## config.mk

```make
export PLATFORM = sky130hd
export DESIGN_NAME = flock_detect
export DESIGN_NICKNAME = d
export VERILOG_FILES = /design/src/rtl/flock_pkg.sv /design/src/rtl/flock_edge_div.sv /design/src/rtl/flock_run_counter.sv /design/src/rtl/flock_lock_hold.sv /design/src/rtl/flock_detect.sv
export SDC_FILE = /design/constraint.sdc
export NUM_CORES = 1
export LEC_CHECK = 0
export ABC_AREA = 0
export CORE_AREA = 3 3 45 51
export CTS_CLUSTER_DIAMETER = 30
export DETAILED_ROUTE_END_ITERATION = 12
export DIE_AREA = 0 0 48 54
export GPL_TIMING_DRIVEN = 1
export REMOVE_ABC_BUFFERS = 1
export SLEW_MARGIN = 20
export SYNTH_ARGS = -nofsm -noshare
export SYNTH_HDL_FRONTEND = slang
export SYNTH_SLANG_ARGS = --single-unit
```

## constraint.sdc

```tcl
create_clock -name clk -period 2.1 [get_ports clk]
set_input_delay 0.42 -clock clk [delete_from_list [all_inputs] [get_ports clk]]
set_output_delay 0.42 -clock clk [all_outputs]
set_load 0.03 [all_outputs]
```

## src/rtl/flock_pkg.sv

```systemverilog
package flock_pkg;

  // Control word handed from the top to the run counter.
  typedef struct packed {
    logic clear;
    logic step;
  } flock_ctl_t;

  // Terminal value of a counter of the given width.
  function automatic int unsigned terminal_of(int unsigned w);
    return (32'd1 << w) - 32'd1;
  endfunction

  // Rising data edges needed from a cleared state with divider phase 0.
  function automatic int unsigned edges_to_lock(int unsigned w);
    return 2 * terminal_of(w) - 1;
  endfunction

endpackage

```

## src/rtl/flock_edge_div.sv

```systemverilog
module flock_edge_div #(
  parameter int SYNC_STAGES = 2
) (
  input  logic clk,
  input  logic rst_n,
  input  logic en,
  input  logic din,
  output logic div_rise
);

  logic din_s;
  logic din_d;
  logic div_q;
  logic din_rise;

  generate
    if (SYNC_STAGES <= 1) begin : g_sync1
      always_ff @(posedge clk or negedge rst_n) begin
        if (!rst_n) din_s <= 1'b0;
        else        din_s <= din;
      end
    end else begin : g_syncn
      logic [SYNC_STAGES-1:0] chain;
      always_ff @(posedge clk or negedge rst_n) begin
        if (!rst_n) chain <= '0;
        else        chain <= {chain[SYNC_STAGES-2:0], din};
      end
      assign din_s = chain[SYNC_STAGES-1];
    end
  endgenerate

  always_ff @(posedge clk or negedge rst_n) begin
    if (!rst_n) din_d <= 1'b0;
    else        din_d <= din_s;
  end

  assign din_rise = din_s & ~din_d;

  // Divide-by-two of the data: toggles once per rising data edge.
  always_ff @(posedge clk or negedge rst_n) begin
    if (!rst_n)        div_q <= 1'b0;
    else if (!en)      div_q <= 1'b0;
    else if (din_rise) div_q <= ~div_q;
  end

  // Rising edge of the divided stream.
  assign div_rise = en & din_rise & ~div_q;

endmodule

```

## src/rtl/flock_run_counter.sv

```systemverilog
module flock_run_counter
  import flock_pkg::*;
#(
  parameter int CNT_W = 8
) (
  input  logic             clk,
  input  logic             rst_n,
  input  logic             en,
  input  flock_ctl_t       ctl,
  output logic [CNT_W-1:0] cnt,
  output logic             at_term
);

  localparam logic [CNT_W-1:0] TERM = '1;

  function automatic logic [CNT_W-1:0] sat_next(logic [CNT_W-1:0] c, logic stp);
    if (stp && c != TERM) return c + 1'b1;
    return c;
  endfunction

  always_ff @(posedge clk or negedge rst_n) begin
    if (!rst_n)                cnt <= '0;
    else if (!en || ctl.clear) cnt <= '0;
    else                       cnt <= sat_next(cnt, ctl.step);
  end

  assign at_term = (cnt == TERM);

endmodule

```

## src/rtl/flock_lock_hold.sv

```systemverilog
module flock_lock_hold (
  input  logic clk,
  input  logic rst_n,
  input  logic en,
  input  logic set,
  output logic lock
);

  always_ff @(posedge clk or negedge rst_n) begin
    if (!rst_n)   lock <= 1'b0;
    else if (!en) lock <= 1'b0;
    else if (set) lock <= 1'b1;
  end

endmodule

```

## src/rtl/flock_detect.sv

```systemverilog
module flock_detect
  import flock_pkg::*;
#(
  parameter int CNT_W       = 8,
  parameter int SYNC_STAGES = 2
) (
  input  logic clk,
  input  logic rst_n,
  input  logic en,
  input  logic din,
  input  logic up,
  input  logic dn,
  output logic lock
);

  localparam int unsigned TERM_VAL = terminal_of(CNT_W);

  logic             div_rise;
  logic [CNT_W-1:0] run_cnt;
  logic             at_term;
  flock_ctl_t       ctl;

  assign ctl.clear = up | dn;
  assign ctl.step  = div_rise;

  flock_edge_div #(.SYNC_STAGES(SYNC_STAGES)) u_div (
    .clk      (clk),
    .rst_n    (rst_n),
    .en       (en),
    .din      (din),
    .div_rise (div_rise)
  );

  flock_run_counter #(.CNT_W(CNT_W)) u_cnt (
    .clk     (clk),
    .rst_n   (rst_n),
    .en      (en),
    .ctl     (ctl),
    .cnt     (run_cnt),
    .at_term (at_term)
  );

  flock_lock_hold u_hold (
    .clk   (clk),
    .rst_n (rst_n),
    .en    (en),
    .set   (at_term),
    .lock  (lock)
  );

  initial begin
    if (TERM_VAL == 0) $display("flock_detect: zero terminal value");
  end

endmodule

```

==> impl_metrics.tcl, run 1 <==
set metrics [dict create \
    grt_pass1_wl_um 2120 \
    outcome "completed" \
    clockBufferDepth 2 \
    synth_top_family_by_area "simple AND/OR/NAND/NOR gates" \
    synthSimpleGateAreaFrac_pct 23.7 \
    synth_xor_area_share_pct 1.29 \
    path_buf_inv 1 \
    fmax_mhz 586 \
    drive_gt1_share_pct 11.3 \
    clk_latency_ns 0.27 \
    die_h_um 54 \
    ys_ff_latch 13 \
    worstSetupStartpointType "flop" \
    critPathArrivalTime_ns 1.29 \
    cts_setup_buffers 0 \
    p_leak_nw 0.282 \
    grt_start_max_net_pins 14 \
    path_class "flop to output pin" \
    p_per_area_mw_per_mm2 577 \
    seq_area_frac_synth_pct 47.8 \
    finalHoldViolCount 0 \
    setup_viol 0 \
    cts_hold_buf 0 \
    path_cells "clkdlybuf4s50_1" \
    postLayoutCellArea_um2 767 \
    cp_slowest_stage_delay_ns 0.67 \
    post-place-ws_ns 0.260 \
    critPathTopFamily "buffers and inverters" \
    drc 0 \
    post_drt_wl_per_cell_um 13.6 \
    viasPerCell 5.70 \
    first_global_vias 501 \
    synthAdderAreaFrac_pct 1.84 \
    cts.sinks 13 \
    htree_levels 1 \
    tightest_slew_ns 0.580 \
    synth-compound-area-share_pct 17.1 \
    fp-row-count 16 \
    cp_slowest_cell "clkdlybuf4s50_1" \
    worst_slack_ns 0.393 \
    min_period_ns 1.71 \
    port_buffers 6 \
    fin_skew_ns 0.00149 \
    dr.pass1.iters 4 \
    worst-r2r-setup-slack_ns 0.61 \
    cts_made_buffers 3 \
    synthMuxAreaShare_pct 4.41 \
    period_share_pct 81.3 \
    critPathRequiredTime_ns 1.68 \
    crit_fanout 2 \
    grt-ovfl-total 0 \
    synth_area_um2 681 \
    max-vdd-ir-drop_mv 0.216 \
    layoutNonFillerInstCount 89 \
    yosysWarnings 0 \
    slew_headroom_pct 61.2 \
    cts_tree "built" \
    yosysTopAreaCell "dfrtp_1" \
    avgSynthCellArea_um2 10.8 \
    placed_area_um2 741 \
    dieArea_mm2 0.00259 \
    antenna_found_initial 0 \
    io_pins 7 \
    post_cts_resized 0 \
    ant_nets 0 \
    syn2layout_area_growth_pct 12.7 \
    min_path_type "flop to flop" \
    netlist.area_leader.share_pct 47.8 \
    utilization_pct 42.6 \
    num_vias 507 \
    syn_inst 63 \
    ys_types 27 \
    start_util_pct 37.8 \
    fin_setup_tns_ns 0 \
    maxSlewViolCount 0 \
    wl_um 1210 \
    clk_pin_slew_worst_paths_ns 0.08 \
    end_kind "output pin" \
    core_region_area_mm2 0.00180 \
    die_w_um 48 \
    place_congestion 0.810 \
    post-place-cells 85 \
    diodes 0 \
    grtUsageTotal_pct 11.6 \
    cts-root-buf "clkbuf_4" \
    rsz0062_at_grt "false" \
    num-nets-final 79 \
    drt_iter0_markers 15 \
    synth_area_leaders "dfrtp_1 48%, mux2i_1 4.4%, a211oi_1 4.4%" \
    maxCapViolCount 0 \
]
area by class of cell:
cell class                      count  area [µm²]
Clock buffer                        4        26.3
Tap cell                           18        22.5
Inverter                            1        3.75
Timing Repair Buffer                6        60.1
Fill cell                         170        1030
Multi-Input combinational cell     47         329
Sequential cell                    13         325
logic make-up (layout without fill, tap and decap cells):
group,Yosys count,count (layout)
XOR/XNOR,1,1
AND/OR/NAND/NOR,27,27
buffers and inverters,3,11
multiplexers,3,3
AO/OA/AOI/OAI,15,15
adder cells (fa/ha/maj),1,1
flip-flops,13,13
cell usage in the layout (no fill, tap or decap):
master	instances
nor2b_1	1
a311oi_1	2
nand4bb_1	1
a211oi_1	4
and4_1	1
nand2b_1	3
a31oi_2	1
a21oi_1	2
a31oi_1	4
nand2_1	7
nor3_1	2
and2_1	2
xnor2_1	1
and3_1	1
clkdlybuf4s50_1	6
and4bb_2	1
mux2i_1	3
dfrtp_1	13
nor4_1	1
clkbuf_4	3
ha_1	1
nor2_1	2
nor3b_2	1
nand3_1	3
clkbuf_1	1
inv_1	1
a41oi_1	1
a211oi_2	1
and2_2	1
per-layer routing:
metal	track usage, %	wire (µm)
met3	2.34	18
met2	17.2	586
met4	7.62	19
met5	0	0
met1	14.7	589
synthesized netlist by cell type (all sizes together):
| cell type | instances |
|---|---|
| and3 | 1 |
| nor2b | 1 |
| a211oi | 5 |
| and2 | 3 |
| nor2 | 2 |
| and4bb | 1 |
| a31oi | 5 |
| and4 | 1 |
| nor3 | 2 |
| inv | 1 |
| mux2i | 3 |
| nand3 | 3 |
| nor3b | 1 |
| a41oi | 1 |
| a311oi | 2 |
| nand2b | 3 |
| nor4 | 1 |
| dfrtp | 13 |
| nand2 | 7 |
| nand4bb | 1 |
| buf | 2 |
| a21oi | 2 |
| ha | 1 |
| xnor2 | 1 |
power by group:
group          internal (W)  leakage (nW)  switching, W  total [W]
clock network     0.0000735        0.0150     0.0000795   0.000153
registers          0.000255         0.174    0.00000327   0.000258
logic             0.0000166        0.0933     0.0000150  0.0000316
total              0.000345         0.282     0.0000979   0.000443
flip-flops by register name (all words and copies together) (netlist names):
register	flops
u_hold.lock	1
u_cnt.cnt	8
u_div.g_syncn.chain	2
u_div.div_q	1
u_div.din_d	1
per-stage QoR:
| step | hold slack, ns | total power (W) |
|---|---|---|
| 6_report | 0.353 | 0.000443 |
| 5_1_grt | 0.370 | 0.000466 |
| 4_1_cts | 0.357 | 0.000452 |
| 3_5_place_dp | 0.338 | 0.000295 |
| 3_3_place_gp | 0.339 | 0.000295 |
| 2_1_floorplan | 0.124 | 0.000276 |
path summary, 6_finish.rpt:
path,to,cells past startpoint,startpoint
worst max-delay path,lock,1,u_hold.lock$_DFFE_PN0P_
worst min-delay path,u_div.g_syncn.chain[1]$_DFF_PN0_,0,u_div.g_syncn.chain[0]$_DFF_PN0_
worst max register to register,u_cnt.cnt[0]$_DFFE_PN0P_,4,u_cnt.cnt[0]$_DFFE_PN0P_
worst min register to register,u_div.g_syncn.chain[1]$_DFF_PN0_,0,u_div.g_syncn.chain[0]$_DFF_PN0_
max in group asynchronous,u_div.din_d$_DFF_PN0_,1,rst_n
min in group asynchronous,u_cnt.cnt[6]$_DFFE_PN0P_,1,rst_n
(Power assumes the default switching activity.)
==> run 2: changes to the inputs <==
==> constraint.sdc (replaced) <==
create_clock -name clk -period 1.45 [get_ports clk]
set_input_delay 0.29 -clock clk [delete_from_list [all_inputs] [get_ports clk]]
set_output_delay 0.29 -clock clk [all_outputs]
set_load 0.03 [all_outputs]
==> impl_metrics.tcl, run 2 (synthesized netlist as in run 1, its figures left out) <==
set metrics [dict create \
    critPathTopFamily "buffers and inverters" \
    path_class "primary input to flop" \
    critPathRequiredTime_ns 1.64 \
    period_share_pct 92.2 \
    reg2reg_depth 4 \
    largest_reg_flops 8 \
    p_per_area_mw_per_mm2 782 \
    top_register "u_cnt.cnt" \
    dr.pass1.iters 4 \
    clk_latency_ns 0.28 \
    fin_skew_ns 0.00358 \
    r2r_end "u_cnt.cnt[1]$_DFFE_PN0P_" \
    cts_setup_buffers 0 \
    tightest_slew_ns 0.363 \
    diodes 0 \
    placed_area_um2 793 \
    critPathArrivalTime_ns 1.53 \
    final_common_cell "dfrtp_1" \
    max-vdd-ir-drop_mv 0.441 \
    io_pins 7 \
    finalHoldViolCount 0 \
    slew_headroom_pct 75.8 \
    ant_nets 0 \
    min_period_ns 1.34 \
    postLayoutCellArea_um2 841 \
    worst-r2r-setup-slack_ns 0.12 \
    cts_made_buffers 3 \
    clk_pin_slew_worst_paths_ns 0.08 \
    syn2layout_area_growth_pct 23.5 \
    cts-root-buf "clkbuf_4" \
    rsz0062_at_grt "false" \
    drc 0 \
    place_congestion 0.937 \
    outcome "completed" \
    cts_tree "built" \
    dieArea_mm2 0.00259 \
    maxSlewViolCount 0 \
    grt_pass1_wl_um 2410 \
    clockBufferDepth 2 \
    drive_gt1_share_pct 24.4 \
    first_global_vias 591 \
    path_buf_inv 2 \
    utilization_pct 46.7 \
    fp-row-count 16 \
    die_w_um 48 \
    antenna_found_initial 0 \
    crit_cells 5 \
    worstSetupStartpointType "primary input" \
    grtUsageTotal_pct 13.6 \
    path_cells "clkdlybuf4s50_1 -> buf_4 -> and4bb_2 -> a41oi_1 -> a211oi_2" \
    min_path_type "primary input to asynchronous set/reset pin" \
    fmax_mhz 748 \
    start_util_pct 37.8 \
    wl_um 1390 \
    cts_hold_buf 0 \
    crit_fanout 5 \
    p_leak_nw 0.326 \
    drt_iter0_markers 8 \
    top_regs "u_cnt.cnt (8), u_div.g_syncn.chain (2)" \
    maxCapViolCount 0 \
    viasPerCell 5.68 \
    end_kind "flop" \
    core_region_area_mm2 0.00180 \
    setup_viol 0 \
    cp_slowest_stage_delay_ns 0.47 \
    grt_start_max_net_pins 14 \
    hpwl_um 983 \
    r2r_start "u_cnt.cnt[1]$_DFFE_PN0P_" \
    post_drt_wl_per_cell_um 14.4 \
    num-nets-final 86 \
    cp_slowest_cell "clkdlybuf4s50_1" \
    cts.sinks 13 \
    port_buffers 6 \
    mostFrequentLayoutCells "13 x dfrtp_1, 7 x nand2_1, 7 x buf_4" \
    grt-ovfl-total 0 \
    htree_levels 1 \
    die_h_um 54 \
    num_vias 545 \
    post_cts_resized 1 \
]
==> run 2: changes by cell type in the layout (fill, tap and decap cells not counted), sizes merged <==
cell / delta
buf: +7
clkbuf: -1
clkdlybuf4s50: -1
clkinv: +1
dlygate4sd2: +1
==> run 2: metal layers <==
layer  track usage (%)  up-vias  part of all wire, %
met3              2.01        4                  1.7
met4              12.1        0                  4.2
met1              15.8      266                   46
met2              20.7        8                   48
li1                  -      267                    -
met5                 0        -                    0
==> run 2: worst register-to-register path, delay by kind of cell (launching register included) <==
family	cells	cell delay (ns)
fa+ha+maj	1	0.20
simple gates	1	0.22
mux	1	0.20
compound gates	1	0.24
flops	1	0.41
==> run 2: layout make-up <==
cell class / instances / area, µm²
timing repair buffer: 13 / 111
multi-input combinational: 47 / 350
clock buffer: 3 / 22.5
fill: 187 / 961
clock inverter: 1 / 5.00
inverter: 1 / 3.75
tap: 18 / 22.5
sequential: 13 / 325
==> run 2: where the power goes <==
part	internal (W)	total, W	switching, W	leakage [nW]
clock network	0.000102	0.000226	0.000124	0.0177
logic	0.0000329	0.0000575	0.0000247	0.134
registers	0.000369	0.000374	0.00000508	0.174
==> run 2: how the worst max path moves through the flow <==
| stage | from | endpoint | slack (ns) |
|---|---|---|---|
| global route | u_cnt.cnt[1]$_DFFE_PN0P_ | u_cnt.cnt[1]$_DFFE_PN0P_ | 0.007 |
| detailed placement | en | u_cnt.cnt[6]$_DFFE_PN0P_ | -0.21 |
| floorplan | u_cnt.cnt[0]$_DFFE_PN0P_ | u_cnt.cnt[0]$_DFFE_PN0P_ | 0.11 |
| finish | en | u_cnt.cnt[6]$_DFFE_PN0P_ | 0.11 |
| CTS | u_cnt.cnt[1]$_DFFE_PN0P_ | u_cnt.cnt[1]$_DFFE_PN0P_ | 0.08 |
| global placement | en | u_cnt.cnt[6]$_DFFE_PN0P_ | -0.16 |
==> run 2: per-stage QoR <==
stage | hold slack, ns | TNS (ns) | total power [W] | std cells | setup WS, ns
after floorplan | -0.00559 | 0 | 0.000400 | 61 | 0.110
after global placement | 0.340 | -0.738 | 0.000437 | 92 | -0.164
after detailed placement | 0.348 | -0.962 | 0.000439 | 92 | -0.205
after CTS | 0.311 | 0 | 0.000666 | 96 | 0.0811
after global routing | 0.333 | 0 | 0.000690 | 96 | 0.00701
final | 0.310 | 0 | 0.000658 | 96 | 0.112
==> run 3: changes to the inputs <==
--- a/config.mk
+++ b/config.mk
@@ -6,11 +6,12 @@
 export NUM_CORES = 1
 export LEC_CHECK = 0
 export ABC_AREA = 0
-export CORE_AREA = 3 3 45 51
+export CORE_AREA = 3 3 41 46
 export CTS_CLUSTER_DIAMETER = 30
 export DETAILED_ROUTE_END_ITERATION = 12
-export DIE_AREA = 0 0 48 54
+export DIE_AREA = 0 0 44 49
 export GPL_TIMING_DRIVEN = 1
+export PLACE_DENSITY = 0.68
 export REMOVE_ABC_BUFFERS = 1
 export SLEW_MARGIN = 20
 export SYNTH_ARGS = -nofsm -noshare
==> impl_metrics.tcl, run 3 (synthesized netlist as in run 1, its figures left out) <==
set metrics [dict create \
    p_leak_nw 0.323 \
    wl_um 1320 \
    grt-ovfl-total 0 \
    cts-root-buf "clkbuf_4" \
    first_global_vias 574 \
    grtUsageTotal_pct 15.6 \
    nFillCells 130 \
    dr.pass1.iters 4 \
    crit_fanout 4 \
    num-nets-final 86 \
    postLayoutCellArea_um2 826 \
    die_h_um 49 \
    tightest_slew_ns 0.358 \
    finalHoldViolCount 0 \
    mostFrequentLayoutCells "13 x dfrtp_1, 7 x nand2_1, 7 x buf_4" \
    final_common_cell "dfrtp_1" \
    die_w_um 44 \
    clockBufferDepth 2 \
    fmax_mhz 729 \
    worstSetupStartpointType "flop" \
    post-place-ws_ns -0.160 \
    critPathRequiredTime_ns 1.64 \
    worst-r2r-setup-slack_ns 0.08 \
    finalPower_w 0.000654 \
    min_period_ns 1.37 \
    dieArea_mm2 0.00216 \
    core_region_area_mm2 0.00144 \
    outcome "completed" \
    path_class "flop to flop" \
    p_per_area_mw_per_mm2 792 \
    min_path_type "primary input to asynchronous set/reset pin" \
    placed_area_um2 783 \
    post_drt_wl_per_cell_um 14.0 \
    largest_reg_flops 8 \
    maxCapViolCount 0 \
    top_regs "u_cnt.cnt (8), u_div.g_syncn.chain (2)" \
    io_pins 7 \
    ant_nets 0 \
    maxSlewViolCount 0 \
    syn2layout_area_growth_pct 21.3 \
    start_util_pct 47.4 \
    fin_skew_ns 0.000857 \
    cts_tree "built" \
    place_congestion 0.834 \
    clk_pin_slew_worst_paths_ns 0.08 \
    num_vias 556 \
    fin_setup_tns_ns 0 \
    drc 0 \
    critPathArrivalTime_ns 1.57 \
    grt_pass1_wl_um 2570 \
    diodes 0 \
    top_register "u_cnt.cnt" \
    cts_made_buffers 3 \
    setup_viol 0 \
    port_buffers 6 \
    cts_hold_buf 0 \
    hpwl_um 986 \
    fp-row-count 14 \
    antenna_found_initial 0 \
    worst_slack_ns 0.0776 \
    slew_headroom_pct 76.1 \
    cts.sinks 13 \
    period_share_pct 94.6 \
    drive_gt1_share_pct 20.5 \
    grt_start_max_net_pins 14 \
    end_kind "flop" \
    clk_latency_ns 0.27 \
    drt_iter0_markers 16 \
    viasPerCell 5.91 \
    max-vdd-ir-drop_mv 0.588 \
    htree_levels 1 \
]
[run 3: where the power goes]
part | leakage [nW] | internal, W | switching (W)
combinational | 0.134 | 0.0000328 | 0.0000236
clock | 0.0150 | 0.000107 | 0.000117
sequential | 0.174 | 0.000369 | 0.00000499
total | 0.323 | 0.000509 | 0.000146
[run 3: per-stage QoR]
| step | hold slack (ns) | cells | utilization (%) |
|---|---|---|---|
| 3_5_place_dp | 0.352 | 89 | 54.5 |
| 3_3_place_gp | 0.335 | 89 | 54.5 |
| 5_1_grt | 0.326 | 94 | 57.5 |
| 2_1_floorplan | -0.00559 | 61 | - |
| 6_report | 0.312 | 94 | 57.5 |
| 4_1_cts | 0.312 | 93 | 56.9 |
[run 3: worst paths after layout]
path,startpoint,end,cells past startpoint
hold reg to reg,u_div.g_syncn.chain[0]$_DFF_PN0_,u_div.g_syncn.chain[1]$_DFF_PN0_,0
setup / recovery,u_cnt.cnt[0]$_DFFE_PN0P_,u_cnt.cnt[0]$_DFFE_PN0P_,4
setup reg to reg,u_cnt.cnt[0]$_DFFE_PN0P_,u_cnt.cnt[0]$_DFFE_PN0P_,4
min in group clk,u_div.g_syncn.chain[0]$_DFF_PN0_,u_div.g_syncn.chain[1]$_DFF_PN0_,0
hold / removal,rst_n,u_hold.lock$_DFFE_PN0P_,2
max in group asynchronous,rst_n,u_cnt.cnt[2]$_DFFE_PN0P_,2
[run 3: routing by layer]
metal  wire, µm  vias to the layer above  GRT usage, %
met4         26                        0          7.54
met5          0                        -             0
met1        600                      265          21.1
li1           -                      267             -
met2        623                       20          23.1
met3         70                        4          3.32
[run 3: area by class of cell]
cell class / instances / area [µm²] / share of cell area (%)
multi-input combinational: 47 / 339 / 41.1
clock buffer: 4 / 26.3 / 3.18
timing repair buffer: 13 / 111 / 13.5
inverter: 1 / 3.75 / 0.455
sequential: 13 / 325 / 39.4
tap: 16 / 20.0 / 2.42
[run 3: what timing repair did]
action | 4_1_cts | 5_1_grt
gates resized for setup | 2 | 1
pin swaps | 0 | 1
buffers inserted | 0 | 1
setup endpoints to repair | 2 | 2
[run 3: worst max-delay path, cell delays in order, from the launching register on]
cell     delay (ns)
dfrtp_1        0.41
ha_1           0.22
and2_2         0.23
a31oi_4        0.20
mux2i_1        0.23
